File: config.mk
export PLATFORM = sky130hd
export DESIGN_NAME = boot_hdr_check
export DESIGN_NICKNAME = d
export VERILOG_FILES = /design/src/rtl/boot_hdr_pkg.sv /design/src/rtl/boot_hdr_fetch.sv /design/src/rtl/boot_hdr_accum.sv /design/src/rtl/boot_hdr_optdec.sv /design/src/rtl/boot_hdr_check.sv
export SDC_FILE = /design/constraint.sdc
export NUM_CORES = 1
export LEC_CHECK = 0
export CORE_UTILIZATION = 52
export DETAILED_ROUTE_END_ITERATION = 10
export GPL_TIMING_DRIVEN = 0
export PLACE_DENSITY = 0.76
export SYNTH_ARGS = -nofsm -noshare
export SYNTH_HDL_FRONTEND = slang
export SYNTH_SLANG_ARGS = --single-unit
export TNS_END_PERCENT = 10
File: constraint.sdc
create_clock -name clk -period 2.42 [get_ports clk]
set_input_delay 0.484 -clock clk [delete_from_list [all_inputs] [get_ports clk]]
set_output_delay 0.484 -clock clk [all_outputs]
set_load 0.1 [all_outputs]
File: src/rtl/boot_hdr_pkg.sv
package boot_hdr_pkg;

  localparam int HDR_BYTES   = 6;
  localparam int OFF_SIZE_LO = 0;
  localparam int OFF_SIZE_HI = 1;
  localparam int OFF_PC_LO   = 2;
  localparam int OFF_PC_HI   = 3;
  localparam int OFF_CSUM    = 4;
  localparam int OFF_OPT     = 5;
  localparam int MIN_IMAGE   = 5;

  typedef enum logic [2:0] {
    ST_IDLE,
    ST_HDR,
    ST_SUM,
    ST_CMP,
    ST_DONE
  } vstate_t;

  // running modulo-256 accumulation
  function automatic logic [7:0] sum_add(input logic [7:0] acc, input logic [7:0] b);
    return acc + b;
  endfunction

  // stored byte closes the sum to zero
  function automatic logic sum_closes(input logic [7:0] acc, input logic [7:0] stored);
    logic [7:0] t;
    t = acc + stored;
    return (t == 8'h00);
  endfunction

  function automatic logic clk_code_legal(input logic [2:0] code);
    return (code <= 3'd3);
  endfunction

endpackage

File: src/rtl/boot_hdr_fetch.sv
module boot_hdr_fetch #(
  parameter int AW = 16
) (
  input  logic          clk,
  input  logic          rst_n,
  input  logic          launch_i,
  input  logic [AW-1:0] last_i,
  output logic          rd_en_o,
  output logic [AW-1:0] rd_addr_o,
  output logic          rsp_vld_o,
  output logic [AW-1:0] rsp_addr_o,
  output logic          rsp_last_o
);

  logic [AW-1:0] cur_q;
  logic [AW-1:0] last_q;
  logic          act_q;
  logic          at_end;

  assign at_end    = (cur_q == last_q);
  assign rd_en_o   = act_q;
  assign rd_addr_o = cur_q;

  always_ff @(posedge clk) begin
    if (!rst_n) begin
      cur_q      <= '0;
      last_q     <= '0;
      act_q      <= 1'b0;
      rsp_vld_o  <= 1'b0;
      rsp_addr_o <= '0;
      rsp_last_o <= 1'b0;
    end else begin
      rsp_vld_o  <= act_q;
      rsp_addr_o <= cur_q;
      rsp_last_o <= act_q && at_end;
      if (launch_i) begin
        cur_q  <= '0;
        last_q <= last_i;
        act_q  <= 1'b1;
      end else if (act_q) begin
        if (at_end) act_q <= 1'b0;
        else        cur_q <= cur_q + 1'b1;
      end
    end
  end

endmodule

File: src/rtl/boot_hdr_accum.sv
module boot_hdr_accum (
  input  logic       clk,
  input  logic       rst_n,
  input  logic       clear_i,
  input  logic       add_i,
  input  logic [7:0] byte_i,
  output logic [7:0] sum_o
);
  import boot_hdr_pkg::*;

  always_ff @(posedge clk) begin
    if (!rst_n || clear_i) sum_o <= 8'h00;
    else if (add_i)        sum_o <= sum_add(sum_o, byte_i);
  end

endmodule

File: src/rtl/boot_hdr_optdec.sv
module boot_hdr_optdec (
  input  logic [4:0] opt_i,       // boot-option bits 5:1
  output logic [2:0] clk_code_o,
  output logic       code_ok_o,
  output logic       dbg_en_o,
  output logic       force_rec_o
);
  import boot_hdr_pkg::*;

  assign clk_code_o  = opt_i[4:2];
  assign force_rec_o = opt_i[1];
  assign dbg_en_o    = opt_i[0];
  assign code_ok_o   = clk_code_legal(opt_i[4:2]);

endmodule

File: src/rtl/boot_hdr_check.sv
module boot_hdr_check #(
  parameter int ADDR_W = 16
) (
  input  logic              clk,
  input  logic              rst_n,
  input  logic              start_i,
  output logic              mem_rd_en_o,
  output logic [ADDR_W-1:0] mem_addr_o,
  input  logic [7:0]        mem_data_i,
  output logic              busy_o,
  output logic              done_o,
  output logic              hdr_valid_o,
  output logic              recovery_o,
  output logic              dbg_serial_o,
  output logic [2:0]        clk_sel_o,
  output logic [15:0]       entry_pc_o
);
  import boot_hdr_pkg::*;

  localparam logic [ADDR_W-1:0] HDR_LAST = ADDR_W'(HDR_BYTES - 1);
  localparam logic [ADDR_W-1:0] A_CSUM   = ADDR_W'(OFF_CSUM);

  vstate_t           state_q;
  logic [15:0]       size_q;
  logic [15:0]       pc_q;
  logic [7:0]        stored_q;
  logic [4:0]        opt_q;

  // named internal events
  logic              accept_start;
  logic              hdr_done;
  logic              sum_done;
  logic              launch;
  logic [ADDR_W-1:0] launch_last;
  logic              add_byte;
  logic              size_ok;
  logic              code_ok;
  logic              sum_ok;
  logic              verdict;

  logic              rsp_vld;
  logic [ADDR_W-1:0] rsp_addr;
  logic              rsp_last;
  logic [7:0]        sum;
  logic [2:0]        clk_code;
  logic              dbg_en;
  logic              force_rec;

  assign accept_start = (state_q == ST_IDLE) && start_i;
  assign hdr_done     = (state_q == ST_HDR) && rsp_vld && rsp_last;
  assign sum_done     = (state_q == ST_SUM) && rsp_vld && rsp_last;
  assign size_ok      = (size_q >= 16'(MIN_IMAGE));
  assign launch       = accept_start || (hdr_done && size_ok);
  assign launch_last  = accept_start ? HDR_LAST : ADDR_W'(size_q - 16'd1);
  assign add_byte     = (state_q == ST_SUM) && rsp_vld && (rsp_addr != A_CSUM);
  assign sum_ok       = sum_closes(sum, stored_q);
  assign verdict      = size_ok && code_ok && sum_ok;

  assign busy_o = (state_q != ST_IDLE) && (state_q != ST_DONE);
  assign done_o = (state_q == ST_DONE);

  boot_hdr_fetch #(.AW(ADDR_W)) u_fetch (
    .clk       (clk),
    .rst_n     (rst_n),
    .launch_i  (launch),
    .last_i    (launch_last),
    .rd_en_o   (mem_rd_en_o),
    .rd_addr_o (mem_addr_o),
    .rsp_vld_o (rsp_vld),
    .rsp_addr_o(rsp_addr),
    .rsp_last_o(rsp_last)
  );

  boot_hdr_accum u_accum (
    .clk    (clk),
    .rst_n  (rst_n),
    .clear_i(accept_start),
    .add_i  (add_byte),
    .byte_i (mem_data_i),
    .sum_o  (sum)
  );

  boot_hdr_optdec u_optdec (
    .opt_i      (opt_q),
    .clk_code_o (clk_code),
    .code_ok_o  (code_ok),
    .dbg_en_o   (dbg_en),
    .force_rec_o(force_rec)
  );

  // sequencing
  always_ff @(posedge clk) begin
    if (!rst_n) begin
      state_q <= ST_IDLE;
    end else begin
      unique case (state_q)
        ST_IDLE: if (start_i)  state_q <= ST_HDR;
        ST_HDR:  if (hdr_done) state_q <= size_ok ? ST_SUM : ST_CMP;
        ST_SUM:  if (sum_done) state_q <= ST_CMP;
        ST_CMP:                state_q <= ST_DONE;
        ST_DONE:               state_q <= ST_IDLE;
        default:               state_q <= ST_IDLE;
      endcase
    end
  end

  // header field capture
  always_ff @(posedge clk) begin
    if (!rst_n) begin
      size_q   <= '0;
      pc_q     <= '0;
      stored_q <= '0;
      opt_q    <= '0;
    end else if ((state_q == ST_HDR) && rsp_vld) begin
      if (rsp_addr == ADDR_W'(OFF_SIZE_LO)) size_q[7:0]  <= mem_data_i;
      if (rsp_addr == ADDR_W'(OFF_SIZE_HI)) size_q[15:8] <= mem_data_i;
      if (rsp_addr == ADDR_W'(OFF_PC_LO))   pc_q[7:0]    <= mem_data_i;
      if (rsp_addr == ADDR_W'(OFF_PC_HI))   pc_q[15:8]   <= mem_data_i;
      if (rsp_addr == A_CSUM)               stored_q     <= mem_data_i;
      if (rsp_addr == ADDR_W'(OFF_OPT))     opt_q        <= mem_data_i[5:1];
    end
  end

  // result registers, written once per pass
  always_ff @(posedge clk) begin
    if (!rst_n) begin
      hdr_valid_o  <= 1'b0;
      recovery_o   <= 1'b0;
      dbg_serial_o <= 1'b0;
      clk_sel_o    <= '0;
      entry_pc_o   <= '0;
    end else if (state_q == ST_CMP) begin
      hdr_valid_o  <= verdict;
      recovery_o   <= !verdict || force_rec;
      dbg_serial_o <= dbg_en;
      clk_sel_o    <= clk_code;
      entry_pc_o   <= pc_q;
    end
  end

endmodule

; Yosys cells after proc, flatten, opt, wreduce, memory -nomap -nowiden
; Index checks and enable logic that the tools add are counted.
[op_classes]
n_addsub = 4
order_cmp = 2
eq_ne = 15
bitwise = 2
n_reduce_logical = 29
n_mux = 9
[ops]
columns = op, count
row1 = $eq 16x2->1 const B, 2
row2 = $eq 16x3->1 const B, 2
row3 = $add 16x1->16 const B, 1
row4 = $add 8x8->8, 2
row5 = $eq 16x1->1 const B, 1
row6 = $eq 16x16->1, 1
row7 = $ge 16x3->1 const B, 1
row8 = $logic_not 16->1, 1
row9 = $mux 16, 1
row10 = $ne 16x3->1 const B, 1
row11 = $sub 16x1->16 const B, 1
row12 = $reduce_and 2->1, 7
row13 = $pmux 3 s4, 1
row14 = $logic_and 1x1->1, 11
row15 = $mux 3, 3
row16 = $logic_not 8->1, 1
row17 = $eq 3x2->1 const B, 2
row18 = $ne 2x2->1 const B, 3
row19 = $mux 1, 4
row20 = $eq 3x1->1 const B, 1
row21 = $eq 3x3->1 const B, 1
row22 = $le 3x2->1 const B, 1
row23 = $logic_not 3->1, 1
row24 = $logic_or 1x1->1, 3
row25 = other kinds (6), 8
[totals]
elab_cells = 80
reg_bits = 129
out_inout_bits = 41
in_bits = 11

; Depth between registers and ports, before layout
; Gate-level depths: netlist of the first run.
[depth]
depth_word = 6
ltp_mapped = 8

; Modules after synthesis
; From an unflattened synthesis of the first run, not the netlist that was laid out.
[unflattened]
hier_cells = 685
area_unflattened_um2 = 6244.7
[by_module_without_submodules]
columns = mod, n_inst, cells_per_inst, area_each_um2
row1 = boot_hdr_check, 1, 391, 3409.5
row2 = boot_hdr_fetch, 1, 211, 2148.3
row3 = boot_hdr_accum, 1, 77, 645.6
row4 = boot_hdr_optdec, 1, 6, 41.3

; Worst setup path after synthesis of the first run
; No wires, ideal clock.
[synth_path]
kind = reg-to-reg
start = register u_fetch.cur_q[6], in the netlist u_fetch.rd_addr_o[6]
end = register u_fetch.cur_q[15], in the netlist u_fetch.rd_addr_o[15]
period_less_slack_ps = 2807
stages_incl_launch_ff = 7
t_required_ps = 2350
slack_ps = -387
arrival_ps = 2737
cell_sequence = dfxtp_1 -> clkbuf_2 -> and3_1 -> nand4_1 -> or3_4 -> or4b_2 -> a21oi_1
[synth_via]
elab_chain_cells = 3
word_cells_on_any_way = 4
[synth_rtl]
columns = element, line
row1 = "start, declared", boot_hdr_fetch.sv:15  ; logic [AW-1:0] cur_q;
row2 = "start signal, assigned", boot_hdr_fetch.sv:42  ; else cur_q <= cur_q + 1'b1;
row3 = branches (longest 3 deep; another with $add 16x1->16), -
; Several ways; the timed one is not identified.
; A chain may end at the register's enable or synchronous reset.

; Final worst setup path of the first run
[layout_path]
start = input port mem_data_i[2]
end = register u_accum.sum_o[7]
[layout_via]
elab_chain_cells = 1
[layout_rtl]
columns = element, line
row1 = "start, declared", boot_hdr_check.sv:9  ; input logic [7:0] mem_data_i,
row2 = $add 8x8->8, boot_hdr_pkg.sv:22  ; return acc + b;
row3 = "end signal, assigned", boot_hdr_accum.sv:13  ; else if (add_i) sum_o <= sum_add(sum_o, byte_i);
row4 = "end, declared", boot_hdr_accum.sv:7  ; output logic [7:0] sum_o
; No other way between the ends.

==> results.toml, run 1 <==
[global_routing]
grt_max_degree = 17
grt_pass1_vias = 4904
gr-total-overflow = 0
grt_usage = 0.266
antenna_found_initial = 0
grt_pass1_wl_mm = 24.1

[routing]
drtPass1Iterations = 5
vias_per_cell = 5.77
wl_per_cell_microns = 16.6
via_count = 5120
drt_iter0_drc = 333
ant_nets = 0
routed_wl_mm = 14.8
route.detailed.drc = 0

[setup_path]
crit_type = "in2reg"
cp_slowest_stage_delay_ns = 0.69
r2r-end = "u_fetch.rd_addr_o[11]$_SDFFE_PP0P_"
path_delay_family = "simple AND/OR/NAND/NOR gates"
start_kind = "input port"
path_cells = "clkdlybuf4s50_1 -> ha_1 -> nand3_1 -> o2111ai_1 -> and3_1 -> or4_1 -> a21oi_1"
slowest_stage = "clkdlybuf4s50_1"
startpoint = "mem_data_i[2]"
crit_arrival_ns = 2.77
worstPathRequired_ns = 2.76
cp-end-kind = "flip-flop"
crit_end = "u_accum.sum_o[7]$_SDFFE_PP0P_"
worstRegToRegCells = 6
path_buf_inv = 1
r2r_setup_slack_ns = 0.06
timing.rr.start = "size_q[3]$_SDFFE_PN0P_"
path_depth = 7
path_max_fanout = 7

[yosys]
synth.most_common_cell = "dfxtp_1"
synth_top_area_share = 0.432
avgSynthCellArea_sq_um = 8.99
synthDistinctLibCells = 59
syn_nets = 696
synth-seq-cells = 129
ys_warn_count = 0
ys_top_cells_by_area = "dfxtp_1 (43%), mux2i_1 (5.2%), nand2_1 (4.8%)"
synth_edf_count = 0
synthCells = 666
yosysSeqAreaShare = 0.432
synth_async_sr_flop_share = 0
syn_area_sq_mm = 0.00598
synth_ff_type = "dfxtp_1"
netlist_top_cells_count = "dfxtp_1 (129), nand2_1 (77), o21ai_0 (33), mux2i_1 (31)"
synth_area_leader_cell = "dfxtp_1"

[power_and_ir_drop]
p_sw_frac = 0.222
clkPwrFrac = 0.528
peakVddDrop_mv = 0.495
p_switching_mw = 1.14
p_leak_nw = 2.74
combPwrFrac = 0.052
p_int_mw = 3.97
pwr_density_cell_mw_per_mm2 = 694
p_seq_frac = 0.420

[clocking]
clock_latency_ns = 0.41
clock_sinks = 129
cts_buffer_depth = 2
h-tree-depth = 4
numCtsBuffers = 17
cts_root_buffer = "clkbuf_16"
clk_pin_slew_worst_paths_ns = 0.05
cts_tree = "built"
postCtsHoldBufs = 0

[floorplanning]
floorplan.rows = 38
dieHeight_microns = 109
fp.dieW_microns = 109
coreArea_sq_mm = 0.0110
initial_core_util = 0.543
dieArea_sq_mm = 0.0119
pin_count = 52

[timing]
finalSetupTns_ns = -0.00433
period_share = 1.00
tightest_slew_ns = 0.965
finalSetupViolations = 1
worst_slack_ns = -0.00433
max_clock_freq_ghz = 0.412
period_minus_slack_ns = 2.42
rsz0062_at_grt = "yes"
drv_slew = 0
finClkSkew_ns = 0.00529
relSlewSlack = 0.354
finalHoldViolations = 0

[cells_and_area]
drive_gt1_frac = 0.0949
final_cell_area_sq_mm = 0.00736
synthToLayoutAreaGrowth_pct = 22.9
final_nets = 765
num_antenna_cells = 0

[outcome]
outcome = "finished, violations left"
failed_checks = "setup timing"

[placement]
io_buffers = 50
dp_slack_ns = -0.665
placed_cell_area_sq_mm = 0.00667
dpl.hpwl_mm = 10.5
gp_congestion = 0.871

[min_path]
hp-class = "reg2reg"
min_path_cells = 2

[run]
cap_viol_max_count = 0
## worst min-delay path by stage
stage	from	end	slack (ns)
after floorplan	opt_q[1]$_SDFFE_PN0P_	recovery_o$_SDFFE_PN0N_	0.43
final	entry_pc_o[11]$_SDFFE_PN0N_	entry_pc_o[11]$_SDFFE_PN0N_	0.46
after global placement	opt_q[1]$_SDFFE_PN0P_	recovery_o$_SDFFE_PN0N_	0.45
after CTS	pc_q[11]$_SDFFE_PN0P_	pc_q[11]$_SDFFE_PN0P_	0.46
after detailed placement	pc_q[13]$_SDFFE_PN0P_	pc_q[13]$_SDFFE_PN0P_	0.45
after global routing	entry_pc_o[4]$_SDFFE_PN0N_	entry_pc_o[4]$_SDFFE_PN0N_	0.49
## final cells by class
class / count / area, sq um
Fill cell: 899 / 3670
Multi-Input combinational cell: 482 / 3270
Sequential cell: 129 / 2590
Timing Repair Buffer: 50 / 482
Clock buffer: 19 / 443
Clock inverter: 13 / 185
Tap cell: 140 / 175
Buffer: 36 / 143
Inverter: 19 / 71.3
## layout by cell type (no fill, tap or decap), drive strengths merged, types with 7 or more instances in the layout
master,netlist,routed
nor3,10,10
o21ai,35,35
dlygate4sd2,0,14
or3,15,15
nand2,77,77
a211oi,15,15
xnor2,27,27
inv,19,20
nand4,14,14
o31ai,10,10
nand3,24,24
dfxtp,129,129
nor4,7,7
or4,10,10
nor2,30,30
a21oi,27,27
clkbuf,31,53
ha,17,17
and2,20,20
nor2b,29,29
a21boi,22,22
clkdlybuf4s50,0,27
mux2i,31,31
## metal layers
metal,up-vias,track usage,part of all wire
li1,2503,-,-
met1,2439,0.327,0.44
met2,149,0.455,0.49
met3,29,0.0604,0.049
met4,0,0.0933,0.019
met5,-,0,0
## what timing repair did
item                                    in CTS  in global routing
pin swaps                                    1                  6
resized for setup                           28                 21
setup buffers                                0                  0
endpoints found under the setup margin      35                 25
## sequential cells by signal, summed over array words and instances, names as in the netlist
name                cells
state_q                 3
dbg_serial_o            1
opt_q                   5
hdr_valid_o             1
stored_q                8
u_fetch.rd_addr_o      16
size_q                 16
entry_pc_o             16
clk_sel_o               3
u_fetch.last_q         16
u_fetch.rd_en_o         1
u_fetch.rsp_addr_o     16
pc_q                   16
u_fetch.rsp_last_o      1
recovery_o              1
u_fetch.rsp_vld_o       1
u_accum.sum_o           8
## per-stage QoR
step                      cells  total power [mW]  hold WS (ns)   util
after floorplan             666              2.36         0.433      -
after global placement      856              2.45         0.446  0.604
after detailed placement    856              2.46         0.455  0.604
after CTS                   888              5.13         0.463  0.662
after global routing        888              5.25         0.486  0.667
final                       888              5.11         0.463  0.667
## worst register-to-register path, delay by kind of cell, from the launching register on
kind	cells	cell delay, ns
AO/OA/AOI/OAI	2	0.46
buffers and inverters	1	0.31
flip-flops	1	0.38
AND/OR/NAND/NOR	3	1.13
## power by group through the flow
stage                     Combinational [mW]  Clock [mW]  Sequential, mW
after detailed placement               0.265           0            2.19
after global placement                 0.261           0            2.19
after CTS                              0.266        2.72            2.15
final                                  0.267        2.69            2.15
after global routing                   0.289        2.82            2.15
after floorplan                        0.160           0            2.20
## kinds of logic (layout without fill, tap and decap cells)
group / Yosys count / in the layout / synth area share
simple gates: 263 / 263 / 0.242
compound gates: 136 / 136 / 0.149
flops: 129 / 129 / 0.432
buf+inv: 55 / 137 / 0.0355
xor+xnor: 33 / 33 / 0.0483
mux: 31 / 31 / 0.0519
fa+ha+maj: 19 / 19 / 0.0422
Power figures use the tool's default switching activity.
==> inputs of run 2 (changes only) <==
--- a/config.mk
+++ b/config.mk
@@ -5,10 +5,12 @@
 export SDC_FILE = /design/constraint.sdc
 export NUM_CORES = 1
 export LEC_CHECK = 0
-export CORE_UTILIZATION = 52
+export CELL_PAD_IN_SITES_DETAIL_PLACEMENT = 1
+export CELL_PAD_IN_SITES_GLOBAL_PLACEMENT = 1
+export CORE_UTILIZATION = 40
 export DETAILED_ROUTE_END_ITERATION = 10
 export GPL_TIMING_DRIVEN = 0
-export PLACE_DENSITY = 0.76
+export PLACE_DENSITY_LB_ADDON = 0.1
 export SYNTH_ARGS = -nofsm -noshare
 export SYNTH_HDL_FRONTEND = slang
 export SYNTH_SLANG_ARGS = --single-unit
==> results.toml, run 2 (synthesis results as in run 1) <==
[setup_path]
crit_type = "reg2out"
start_kind = "flip-flop"
path_cells = "clkdlybuf4s50_1"
cp_slowest_stage_delay_ns = 1.14
cp-end-kind = "primary output"
path_delay_family = "buffers and inverters"
path_buf_inv = 1
startpoint = "hdr_valid_o$_SDFFE_PN0N_"
slowest_stage = "clkdlybuf4s50_1"
worstRegToRegCells = 7
r2r_setup_slack_ns = 0.09
path_depth = 1
crit_arrival_ns = 1.90
path_max_fanout = 2
crit_end = "hdr_valid_o"
worstPathRequired_ns = 1.94
r2r-end = "recovery_o$_SDFFE_PN0N_"
timing.rr.start = "u_accum.sum_o[0]$_SDFFE_PP0P_"

[floorplanning]
floorplan.rows = 44
coreArea_sq_mm = 0.0146
pin_count = 52
fp.dieW_microns = 124
dieHeight_microns = 124
dieArea_sq_mm = 0.0155
initial_core_util = 0.410

[routing]
vias_per_cell = 5.40
via_count = 5033
drtPass1Iterations = 4
routed_wl_mm = 17.2
ant_nets = 0
route.detailed.drc = 0
drt_iter0_drc = 178
wl_per_cell_microns = 18.4

[clocking]
cts_buffer_depth = 2
cts_tree = "built"
clock_sinks = 129
cts_root_buffer = "clkbuf_16"
h-tree-depth = 4
clock_latency_ns = 0.43
numCtsBuffers = 17
cts_setup_buffers = 0
clk_pin_slew_worst_paths_ns = 0.06

[timing]
rsz0062_at_grt = "yes"
tightest_slew_ns = 0.977
worst_slack_ns = 0.0378
holdWs_ns = 0.464
finalSetupTns_ns = 0
period_minus_slack_ns = 2.38
max_clock_freq_ghz = 0.420
finalHoldViolations = 0
finalSetupViolations = 0
period_share = 0.984
relSlewSlack = 0.347
drv_slew = 0
finClkSkew_ns = 0.00979

[placement]
placed_cells = 900
gp_congestion = 0.836
io_buffers = 50
dpl.hpwl_mm = 12.5
dp_slack_ns = -0.794
placed_cell_area_sq_mm = 0.00672

[cells_and_area]
final_common_cell = "dfxtp_1"
multi_input_area_sq_mm = 0.00330
synthToLayoutAreaGrowth_pct = 23.9
regArea_sq_mm = 0.00259
final_cell_mix = "dfxtp_1 (124), nand2_1 (77), o21ai_0 (33)"
final_cell_area_sq_mm = 0.00742
final_nets = 765
final_core_util = 0.508
finalNonFillerCells = 932
drive_gt1_frac = 0.0989
fillers = 1712
num_antenna_cells = 0

[min_path]
hp-class = "reg2reg"

[global_routing]
grt_max_degree = 17
grt_pass1_wl_mm = 27.8
grt_pass1_vias = 5301
grt_usage = 0.230
antenna_found_initial = 0
gr-total-overflow = 0

[outcome]
outcome = "finished clean"

[power_and_ir_drop]
peakVddDrop_mv = 0.460
p_leak_nw = 2.76
power_mw = 4.99
pwr_density_cell_mw_per_mm2 = 673

[run]
cap_viol_max_count = 0
==> run 2: where the power goes <==
group,switching (mW),leakage (nW),internal [mW],total [mW]
combinational,0.195,1.44,0.0878,0.282
clock,0.985,0.284,1.58,2.56
sequential,0.0121,1.04,2.13,2.15
total,1.19,2.76,3.80,4.99
==> run 2: per-layer routing <==
| metal | vias to the layer above | GRT usage | routed length [microns] | part of all wire |
|---|---|---|---|---|
| li1 | 2493 | - | - | - |
| met1 | 2452 | 0.288 | 7970 | 0.46 |
| met2 | 68 | 0.397 | 8460 | 0.49 |
| met3 | 20 | 0.0503 | 538 | 0.031 |
| met4 | 0 | 0.0638 | 206 | 0.012 |
| met5 | - | 0 | 0 | 0 |
==> run 2: tightest hold or removal path, stage by stage (launching register included) <==
cell and delay (ns):
dfxtp_1 0.31, nand2_1 0.05, a21boi_0 0.06
==> run 2: cell type report <==
type	instances	share of cell area
buffer	36	0.0192
clock buffer	21	0.0621
clock inverter	11	0.0174
inverter	19	0.00962
multi-input combinational	482	0.445
sequential	129	0.349
tap	184	0.0310
timing repair buffer	50	0.0663
==> run 2: worst min path at each step <==
stage	from	endpoint	slack [ns]	depth (start not counted)
finish	entry_pc_o[7]$_SDFFE_PN0N_	entry_pc_o[7]$_SDFFE_PN0N_	0.46	2
floorplan	opt_q[1]$_SDFFE_PN0P_	recovery_o$_SDFFE_PN0N_	0.43	2
CTS	pc_q[15]$_SDFFE_PN0P_	pc_q[15]$_SDFFE_PN0P_	0.46	2
global route	pc_q[8]$_SDFFE_PN0P_	pc_q[8]$_SDFFE_PN0P_	0.49	2
global placement	opt_q[1]$_SDFFE_PN0P_	recovery_o$_SDFFE_PN0N_	0.45	2
detailed placement	pc_q[15]$_SDFFE_PN0P_	pc_q[15]$_SDFFE_PN0P_	0.46	2
==> run 2: what timing repair did <==
item | 4_1_cts | 5_1_grt
pin swaps | 3 | 6
endpoints found under the setup margin | 71 | 35
hold buffers | 0 | 0
resized for setup | 37 | 23
==> inputs of run 3 (changes only) <==
--- a/config.mk
+++ b/config.mk
@@ -6,8 +6,8 @@
 export NUM_CORES = 1
 export LEC_CHECK = 0
 export CELL_PAD_IN_SITES_DETAIL_PLACEMENT = 1
-export CELL_PAD_IN_SITES_GLOBAL_PLACEMENT = 1
-export CORE_UTILIZATION = 40
+export CELL_PAD_IN_SITES_GLOBAL_PLACEMENT = 2
+export CORE_UTILIZATION = 32
 export DETAILED_ROUTE_END_ITERATION = 10
 export GPL_TIMING_DRIVEN = 0
 export PLACE_DENSITY_LB_ADDON = 0.1
==> results.toml, run 3 (synthesis results as in run 1) <==
[outcome]
outcome = "finished, violations left"
failed_checks = "DRC"

[power_and_ir_drop]
power_mw = 5.05
p_leak_nw = 2.83
pwr_density_cell_mw_per_mm2 = 676
peakVddDrop_mv = 0.599

[global_routing]
grt_usage = 0.196
gr-total-overflow = 0
grt_max_degree = 17
grt_pass1_vias = 5196
antenna_found_initial = 0
grt_pass1_wl_mm = 29.2

[cells_and_area]
final_cell_mix = "dfxtp_1 (125), nand2_1 (77), o21ai_0 (33)"
synthToLayoutAreaGrowth_pct = 24.8
finalNonFillerCells = 977
final_core_util = 0.411
final_common_cell = "dfxtp_1"
final_nets = 766
num_antenna_cells = 0
fillers = 2093
final_cell_area_sq_mm = 0.00747
drive_gt1_frac = 0.100

[placement]
gp_congestion = 0.772
io_buffers = 50
placed_cell_area_sq_mm = 0.00678
dp_slack_ns = -0.861
dpl.hpwl_mm = 13.4
placed_cells = 945

[floorplanning]
initial_core_util = 0.330
fp.dieW_microns = 139
coreArea_sq_mm = 0.0181
dieArea_sq_mm = 0.0193
dieHeight_microns = 139
floorplan.rows = 49
pin_count = 52

[clocking]
clock_latency_ns = 0.42
numCtsBuffers = 17
h-tree-depth = 4
postCtsHoldBufs = 0
cts_root_buffer = "clkbuf_16"
cts_buffer_depth = 2
clk_pin_slew_worst_paths_ns = 0.06
cts_tree = "built"
clock_sinks = 129

[setup_path]
cp_slowest_stage_delay_ns = 0.64
r2r-end = "hdr_valid_o$_SDFFE_PN0N_"
start_kind = "input port"
timing.rr.start = "u_accum.sum_o[0]$_SDFFE_PP0P_"
worstRegToRegCells = 7
path_max_fanout = 6
path_cells = "clkdlybuf4s50_1 -> ha_1 -> nor3_1 -> o2111ai_1 -> and3_1 -> or4_1 -> a21oi_1"
cp-end-kind = "flip-flop"
worstPathRequired_ns = 2.76
crit_type = "in2reg"
r2r_setup_slack_ns = 0.13
slowest_stage = "clkdlybuf4s50_1"
crit_arrival_ns = 2.74

[routing]
drtPass1Iterations = 9
route.detailed.drc = 1
wl_per_cell_microns = 18.7
vias_per_cell = 5.20
via_count = 5085
routed_wl_mm = 18.3
ant_nets = 0
drt_iter0_drc = 256

[timing]
relSlewSlack = 0.341
rsz0062_at_grt = "yes"
max_clock_freq_ghz = 0.418
drv_slew = 0
finalSetupViolations = 0
finalSetupTns_ns = 0
period_share = 0.988
worst_slack_ns = 0.0291
period_minus_slack_ns = 2.39
holdWs_ns = 0.458
finalHoldViolations = 0
finClkSkew_ns = 0.0117
tightest_slew_ns = 0.992

[min_path]
min_path_cells = 2
worstHoldStart = "entry_pc_o[3]$_SDFFE_PN0N_"
hp-class = "reg2reg"
hold_end = "entry_pc_o[3]$_SDFFE_PN0N_"

[run]
cap_viol_max_count = 0
run 3: cell types whose count changed in the layout (fill, tap and decap cells not counted), moves of 3 or more:
cell	change
clkbuf_1	-3
clkbuf_2	+3
clkinv_2	+3
dlygate4sd2_1	-3
dlymetal6s2s_1	+3
inv_6	-3
run 3: worst max-delay path: cells and delay by family:
family                     cells  cell delay (ns)
adders and majority gates      1             0.36
buffers and inverters          1             0.64
and+or+nand+nor                3             0.92
AOI/OAI and AO/OA              2             0.34
run 3: cell type report:
cell class                      instances  area [sq um]  share of cell area
Inverter                               19          71.3             0.00955
Multi-Input combinational cell        482          3280               0.439
Clock buffer                           20           457              0.0612
Clock inverter                         11           138              0.0184
Tap cell                              229           287              0.0384
Timing Repair Buffer                   51           505              0.0677
Buffer                                 36           145              0.0194
Sequential cell                       129          2590               0.347
run 3: metal layers:
layer / global-route usage / wire, microns
met4: 0.0620 / 235
met3: 0.0318 / 416
met1: 0.268 / 9310
met2: 0.317 / 8350
met5: 0 / 0
run 3: where the power goes:
group	total, mW	internal [mW]	switching [mW]
Clock	2.61	1.66	0.950
Combinational	0.292	0.0906	0.202
Sequential	2.15	2.13	0.0118
run 3: worst max-delay path by stage:
stage | startpoint | to | cells after the start
6_report | mem_data_i[6] | u_accum.sum_o[7]$_SDFFE_PP0P_ | 7
5_1_grt | mem_data_i[6] | u_accum.sum_o[7]$_SDFFE_PP0P_ | 7
4_1_cts | state_q[0]$_SDFFE_PN0P_ | busy_o | 2
3_5_place_dp | mem_data_i[1] | u_accum.sum_o[6]$_SDFFE_PP0P_ | 8
3_3_place_gp | mem_data_i[0] | u_accum.sum_o[6]$_SDFFE_PP0P_ | 9
2_1_floorplan | u_fetch.rd_addr_o[0]$_SDFFE_PP0P_ | u_fetch.rd_en_o$_SDFF_PN0_ | 7
run 3: repair_timing:
action,CTS,global route
pin swaps,1,10
resized for setup,37,27
setup buffers,0,1
setup endpoints to repair,58,39
